$ cat src/rtl/sigwd_pkg.sv
package sigwd_pkg;
  // Per-cycle fetch qualifiers shared by the datapath stages.
  typedef struct packed {
    logic vld;
    logic is_sig;
  } fetch_ctl_t;

  // A valid non-signature word is folded into the sum.
  function automatic logic is_fold(fetch_ctl_t c);
    return c.vld & ~c.is_sig;
  endfunction

  // A valid signature word triggers a comparison.
  function automatic logic is_check(fetch_ctl_t c);
    return c.vld & c.is_sig;
  endfunction
endpackage

$ cat src/rtl/sigwd_rst_sync.sv
module sigwd_rst_sync #(
  parameter int STAGES = 2
) (
  input  logic clk,
  input  logic arst_n,
  output logic rst_n_o
);
  logic [STAGES-1:0] chain_q;

  generate
    for (genvar i = 0; i < STAGES; i++) begin : g_stage
      if (i == 0) begin : g_first
        always_ff @(posedge clk or negedge arst_n) begin
          if (!arst_n) chain_q[i] <= 1'b0;
          else         chain_q[i] <= 1'b1;
        end
      end else begin : g_next
        always_ff @(posedge clk or negedge arst_n) begin
          if (!arst_n) chain_q[i] <= 1'b0;
          else         chain_q[i] <= chain_q[i-1];
        end
      end
    end
  endgenerate

  assign rst_n_o = chain_q[STAGES-1];
endmodule

$ cat src/rtl/sigwd_accum.sv
module sigwd_accum
  import sigwd_pkg::*;
#(
  parameter int WORD_W = 32
) (
  input  logic              clk,
  input  logic              rst_n,
  input  fetch_ctl_t        ctl,
  input  logic [WORD_W-1:0] word,
  output logic [WORD_W-1:0] sum_o
);
  logic [WORD_W-1:0] sum_q;
  logic [WORD_W-1:0] sum_d;
  logic              sum_en;

  always_comb begin
    sum_en = ctl.vld;
    sum_d  = sum_q;
    if (is_check(ctl))     sum_d = '0;
    else if (is_fold(ctl)) sum_d = sum_q + word;
  end

  always_ff @(posedge clk or negedge rst_n) begin
    if (!rst_n)      sum_q <= '0;
    else if (sum_en) sum_q <= sum_d;
  end

  assign sum_o = sum_q;

  AST_SUM_CLEARED_AFTER_CHECK: assert property (@(posedge clk) disable iff (!rst_n)
    (ctl.vld && ctl.is_sig) |=> (sum_q == '0));
  AST_SUM_HOLDS_IN_STALL: assert property (@(posedge clk) disable iff (!rst_n)
    !ctl.vld |=> $stable(sum_q));
  AST_SUM_FOLDS_WORD: assert property (@(posedge clk) disable iff (!rst_n)
    (ctl.vld && !ctl.is_sig) |=> (sum_q == $past(sum_q) + $past(word)));
endmodule

$ cat src/rtl/sigwd_compare.sv
module sigwd_compare
  import sigwd_pkg::*;
#(
  parameter int WORD_W = 32
) (
  input  logic              clk,
  input  logic              rst_n,
  input  fetch_ctl_t        ctl,
  input  logic [WORD_W-1:0] word,
  input  logic [WORD_W-1:0] sum,
  output logic              mismatch_o,
  output logic              pulse_o
);
  logic pulse_q;
  logic pulse_d;
  logic check_now;

  always_comb begin
    check_now  = is_check(ctl);
    mismatch_o = check_now & (word != sum);
    pulse_d    = check_now;
  end

  always_ff @(posedge clk or negedge rst_n) begin
    if (!rst_n) pulse_q <= 1'b0;
    else        pulse_q <= pulse_d;
  end

  assign pulse_o = pulse_q;

  AST_PULSE_FOLLOWS_CHECK: assert property (@(posedge clk) disable iff (!rst_n)
    (ctl.vld && ctl.is_sig) |=> pulse_q);
  AST_NO_PULSE_WITHOUT_CHECK: assert property (@(posedge clk) disable iff (!rst_n)
    !(ctl.vld && ctl.is_sig) |=> !pulse_q);
endmodule

$ cat src/rtl/sigwd_err_latch.sv
module sigwd_err_latch (
  input  logic clk,
  input  logic rst_n,
  input  logic set_i,
  input  logic clr_i,
  output logic err_o
);
  logic err_q;
  logic err_d;
  logic err_en;

  always_comb begin
    err_en = set_i | clr_i;
    err_d  = set_i;
  end

  always_ff @(posedge clk or negedge rst_n) begin
    if (!rst_n)      err_q <= 1'b0;
    else if (err_en) err_q <= err_d;
  end

  assign err_o = err_q;

  AST_SET_WINS: assert property (@(posedge clk) disable iff (!rst_n)
    set_i |=> err_q);
  AST_ERR_STICKY: assert property (@(posedge clk) disable iff (!rst_n)
    (err_q && !clr_i) |=> err_q);
  AST_CLEAR_WORKS: assert property (@(posedge clk) disable iff (!rst_n)
    (clr_i && !set_i) |=> !err_q);
endmodule

$ cat src/rtl/blksig_watchdog.sv
module blksig_watchdog
  import sigwd_pkg::*;
#(
  parameter int WORD_W      = 32,
  parameter int SYNC_STAGES = 2
) (
  input  logic              clk,
  input  logic              rst_n,
  input  logic              fetch_vld,
  input  logic [WORD_W-1:0] fetch_word,
  input  logic              fetch_is_sig,
  input  logic              err_clear,
  output logic              err_flag,
  output logic              check_pulse
);
  logic              rst_n_s;
  fetch_ctl_t        ctl;
  logic [WORD_W-1:0] run_sum;
  logic              miss;

  assign ctl.vld    = fetch_vld;
  assign ctl.is_sig = fetch_is_sig;

  sigwd_rst_sync #(.STAGES(SYNC_STAGES)) u_rst (
    .clk     (clk),
    .arst_n  (rst_n),
    .rst_n_o (rst_n_s)
  );

  sigwd_accum #(.WORD_W(WORD_W)) u_accum (
    .clk   (clk),
    .rst_n (rst_n_s),
    .ctl   (ctl),
    .word  (fetch_word),
    .sum_o (run_sum)
  );

  sigwd_compare #(.WORD_W(WORD_W)) u_cmp (
    .clk        (clk),
    .rst_n      (rst_n_s),
    .ctl        (ctl),
    .word       (fetch_word),
    .sum        (run_sum),
    .mismatch_o (miss),
    .pulse_o    (check_pulse)
  );

  sigwd_err_latch u_err (
    .clk   (clk),
    .rst_n (rst_n_s),
    .set_i (miss),
    .clr_i (err_clear),
    .err_o (err_flag)
  );

  AST_ERR_RISE_AT_CHECK: assert property (@(posedge clk) disable iff (!rst_n_s)
    $rose(err_flag) |-> check_pulse);
  AST_PULSE_SINGLE: assert property (@(posedge clk) disable iff (!rst_n_s)
    (check_pulse && !$past(fetch_vld && fetch_is_sig)) |-> 1'b0);
endmodule

$ cat config.mk
export PLATFORM = sky130hd
export DESIGN_NAME = blksig_watchdog
export DESIGN_NICKNAME = d
export VERILOG_FILES = /design/src/rtl/sigwd_pkg.sv /design/src/rtl/sigwd_rst_sync.sv /design/src/rtl/sigwd_accum.sv /design/src/rtl/sigwd_compare.sv /design/src/rtl/sigwd_err_latch.sv /design/src/rtl/blksig_watchdog.sv
export SDC_FILE = /design/constraint.sdc
export NUM_CORES = 1
export LEC_CHECK = 0
export BUFFER_PORTS_ARGS = -buffer_cell sky130_fd_sc_hd__buf_2
export CELL_PAD_IN_SITES_DETAIL_PLACEMENT = 1
export CELL_PAD_IN_SITES_GLOBAL_PLACEMENT = 2
export CORE_MARGIN = 3
export CORE_UTILIZATION = 33
export CTS_CLUSTER_SIZE = 20
export DETAILED_ROUTE_END_ITERATION = 8
export PLACE_DENSITY_LB_ADDON = 0.12
export SYNTH_ARGS = -nofsm -noshare
export SYNTH_HDL_FRONTEND = slang
export SYNTH_HIERARCHICAL = 1
export SYNTH_SLANG_ARGS = --single-unit
$ cat constraint.sdc
create_clock -name clk -period 1.05 [get_ports clk]
set_input_delay 0.0525 -clock clk [delete_from_list [all_inputs] [get_ports clk]]
set_output_delay 0.0525 -clock clk [all_outputs]
set_load 0.02 [all_outputs]
## Yosys cells after proc, flatten, opt, wreduce, memory -nomap -nowiden

Cells that the tools add are included.

| storage, ports and cells | value |
|---|---|
| bits in registers | 36 |
| bits of input ports | 37 |
| output and inout port bits | 2 |
| word-level logic and storage cells | 16 |

| operators by class | value |
|---|---|
| add/sub/neg operators | 1 |
| equality and inequality tests | 1 |
| mux-type cells | 2 |
| bitwise logic cells | 5 |
| reductions and logical operators | 2 |

Operator list:

| kind | count |
|---|---|
| $mux 32 | 2 |
| $add 32x32->32 | 1 |
| $ne 32x32->1 | 1 |
| $and 1x1->1 | 3 |
| $reduce_and 2->1 | 1 |
| $reduce_bool 2->1 | 1 |
| $not 1->1 | 1 |
| $or 1x1->1 | 1 |

## Depth between registers and ports, before layout

| depth | value |
|---|---|
| word-level depth | 4 |
| gate-level depth with buffers | 12 |
| depth with buffers taken out | 12 |

## Hierarchy

Netlist, hierarchy kept.

By module, submodules not included:

| module | times used | cells each | area an instance (um2) | sequential area each (um2) |
|---|---|---|---|---|
| sigwd_accum | 1 | 278 | 2,617.5 | 800.8 |
| sigwd_compare | 1 | 45 | 381.6 | 25.0 |
| sigwd_rst_sync | 1 | 3 | 53.8 | 50.0 |
| sigwd_err_latch | 1 | 3 | 36.3 | 25.0 |

## Worst setup path after synthesis

No wires, ideal clock.

| path | value |
|---|---|
| path type | reg2reg |
| from | register u_accum.sum_q[8], in the netlist u_accum/sum_o[8] |
| to | register u_accum.sum_q[31], in the netlist u_accum/sum_o[31] |
| library setup time | 0.071 ns |
| arrival time | 2.798 ns |
| required time | 0.979 ns |
| setup slack | -1.818 ns |
| stages on the path, launching flop included | 11 |
| buffers on the path | 0 |
| period minus slack after synthesis | 2.868 ns |
| cells stage by stage | dfrtp_1 -> ha_1 -> a211o_1 -> a221o_1 -> a211o_1 -> a31oi_2 -> o41ai_2 -> a41oi_2 -> a31oi_1 -> or4b_1 -> nand4_1 |

| between the ends | value |
|---|---|
| cells in the longest elaborated chain, start to end | 3 |

RTL lines:

| element | line | source |
|---|---|---|
| start, declared | sigwd_accum.sv:12 | `logic [WORD_W-1:0] sum_q;` |
| start signal, assigned | sigwd_accum.sv:25 | `else if (sum_en) sum_q <= sum_d;` |
| $add 32x32->32 | sigwd_accum.sv:20 | `else if (is_fold(ctl)) sum_d = sum_q + word;` |
| $mux 32 | sigwd_accum.sv:20 |  |
| $mux 32 | sigwd_accum.sv:19 | `if (is_check(ctl)) sum_d = '0;` |

Every way passes these cells. The select of a mux whose other input is x is not followed.
A chain may end at the register's enable or synchronous reset.

## Final worst setup path

Same ends and word-level chain as after synthesis.

==> impl_metrics.json <==
{
  "synth.distinct_cells": 47,
  "routed-via-count": 3460,
  "r2r-start": "u_accum/sum_o[8]",
  "hpwlAfterDp_um": 9230,
  "tritoncts": "done",
  "critPathCaptureType": "register",
  "post_drt_via_cell_ratio": 5.39,
  "drt_pre_antenna_iters": 4,
  "final.period_utilization_pct": 272,
  "syn_area_per_cell_um2": 9.39,
  "via_count_of_the_first_global_routing_pass": 3740,
  "grt_max_degree": 35,
  "die_w_um": 103,
  "critPathKind": "reg -> reg",
  "maxClockFrequency_mhz": 350,
  "clock-skew-final_ns": 0.0106,
  "worst_setup_path_start_kind": "register",
  "total_nets_after_synthesis": 398,
  "synthDominantCellAreaShare_pct": 29.2,
  "drt-total-wl_um": 12700,
  "grt_use_total_pct": 24.1,
  "max-cap-violations": 0,
  "synth.yosys.seq_area_share_pct": 29.2,
  "clockRootBuffer": "clkbuf_8",
  "end_of_the_worst_register_to_register_path": "u_accum/sum_o[31]",
  "worst_hold_path_type": "in -> reg",
  "arrival_ns": 3.08,
  "final_layout_size_suffix_gt1_share_pct": 52.2,
  "cts_sinks": 36,
  "die-height_um": 103,
  "cts_buffers": 5,
  "n_antenna_cell": 0,
  "critPathMaxFanout": 3,
  "design.core.area_um2": 8890,
  "synth_warnings": 6,
  "report.final.setup_viol": 32,
  "postSynth.topFlopCell": "dfrtp_1",
  "antenna_found_initial": 0,
  "finalWorstSetupSlack_ns": -1.81,
  "min_delay_worst_endpoint": "u_err/err_o",
  "layout_commonest_cell": "buf_4",
  "async_reset_ff_share_pct": 100,
  "min_from": "err_clear",
  "area_delta_synth_final_pct": 74.0,
  "run_status": "finished, violations left",
  "edff_count_synth": 0,
  "failed_checks": "negative setup slack",
  "routedWlPerCell_um": 19.8,
  "first_pass_grt_wire_length_um": 19500,
  "setup.reg_to_reg.worst_slack_ns": -1.81,
  "holdPathStages": 3,
  "fin_util_pct": 60.5,
  "dieArea_um2": 10600,
  "ys_ff_latch": 36,
  "clkTransAtPathRegs_ns": 0.08,
  "netlist.top_cell.by_area": "dfrtp_1",
  "min_period_ns": 2.86,
  "floorplan.initialDensity_pct": 34.7,
  "grt_overflow": 0,
  "rsz0062_at_grt": "true",
  "gp_congestion": 0.926,
  "synthCells": 329,
  "power-per-cell-area_nw_per_um2": 2570,
  "htree_num_levels": 2,
  "synthTopCellsByArea": "dfrtp_1 29%, ha_1 13%, xnor2_1 12%, a22o_1 6.8%, a21o_1 4.6%",
  "final_hold_viol_count": 0,
  "most-common-layout-cells": "146 x buf_4, 38 x buf_2, 35 x dfrtp_1",
  "worstRegToRegCells": 10,
  "antenna_violating_nets_post_route": 0,
  "io_buffers": 38,
  "crit_required_ns": 1.28,
  "fin_hold_ws_ns": 0.0350,
  "drv_slew": 0,
  "dr.first_iter.drc_count": 78,
  "peakVddDrop_v": 0.000793,
  "leakagePower_uw": 0.00269,
  "floorplan.rows": 34,
  "i_o_pin_cnt": 39,
  "worstSkewPairLatency_ns": 0.30,
  "final_routed_drc_violation_total": 0,
  "nNetsFinal": 602,
  "syn_area_um2": 3090,
  "clockBufferDepth": 2
}
state kept, by name, summed over array words and instances, names as in the netlist:
register,count
u_accum/sum_o,32
u_cmp/pulse_o,1
u_err/err_o,1
u_rst/chain_q,1
u_rst/rst_n_o,1
area by class of cell:
class                      instances  area, um2
clock buffer                       8       90.1
fill                            1005       3520
inverter                          11       43.8
multi-input combinational        275       2690
sequential                        36        902
tap                              108        135
timing repair buffer             204       1520
kinds of logic (layout without fill, tap and decap cells):
| family | count (synthesis) | in the layout | synth area share [%] |
|---|---|---|---|
| xor gates and xnor gates | 57 | 57 | 16.2 |
| muxes | 1 | 1 | 0.324 |
| DFF | 36 | 36 | 29.2 |
| adders and majority gates | 32 | 32 | 13.2 |
| and+or+nand+nor | 66 | 66 | 11.1 |
| AOI/OAI and AO/OA | 118 | 118 | 27.7 |
| other | 1 | 1 | 0.121 |
| buffers and inverters | 18 | 223 | 2.19 |
metal layers:
| layer | part of all wire, % | global-route usage (%) | vias up |
|---|---|---|---|
| met5 | 0 | 0 | - |
| met4 | 1.5 | 5.28 | 0 |
| met3 | 2.9 | 3.11 | 16 |
| met2 | 51 | 43.3 | 56 |
| met1 | 44 | 30.9 | 1743 |
| li1 | - | - | 1645 |
critical path, cell delays in order, from the launching register on:
cell and delay [ns]:
dfrtp_1 0.42, ha_4 0.24, a211o_1 0.29, a221o_1 0.33, a211o_1 0.28, a31oi_4 0.21, o41ai_4 0.09, a41oi_2 0.19
a31oi_2 0.12, or4b_1 0.48, nand4_1 0.12
per-stage QoR:
step	TNS [ns]	std cells	instance area, um2	total power [uW]	worst slack [ns]
2_1_floorplan	-31.29	329	3260	6940	-1.63
3_3_place_gp	-37.15	616	4680	10600	-1.71
3_5_place_dp	-39.00	616	4680	11000	-1.82
4_1_cts	-39.18	636	5200	13100	-1.81
5_1_grt	-43.96	642	5380	14800	-1.91
6_report	-40.70	642	5380	13800	-1.81
power by group:
part           internal [uW]  switching, uW  total, uW
registers               1880            351       2230
clock network            538            579       1120
logic                   5650           4820      10500
total                   8060           5760      13800
repair_timing:
action,in CTS,in global routing
hold buffers,1,0
setup endpoints to repair,32,32
endpoints found under the hold margin,2,0
gates resized for setup,54,26
pin swaps,44,40
setup buffers,14,12
cells in the mapped netlist, drive strengths merged, types with 4 or more instances:
cell type	n
a31oi	5
a21oi	25
nand2	20
a22o	24
o31ai	4
dfrtp	36
xor2	13
o21ai	12
xnor2	44
nand4	11
a21o	19
ha	31
nor2	12
nand2b	4
clkbuf	7
inv	10
o21a	5
how the worst max path moves through the flow:
stage	cells past startpoint	slack, ns	endpoint	startpoint
after floorplan	10	-1.63	u_accum/sum_o[31]	u_accum/sum_o[8]
after global placement	10	-1.71	u_accum/sum_o[31]	u_accum/sum_o[8]
after detailed placement	10	-1.82	u_accum/sum_o[31]	u_accum/sum_o[8]
after CTS	10	-1.81	u_accum/sum_o[31]	u_accum/sum_o[8]
after global routing	10	-1.91	u_accum/sum_o[31]	u_accum/sum_o[8]
final	10	-1.81	u_accum/sum_o[31]	u_accum/sum_o[8]
Power figures use the tool's default switching activity.
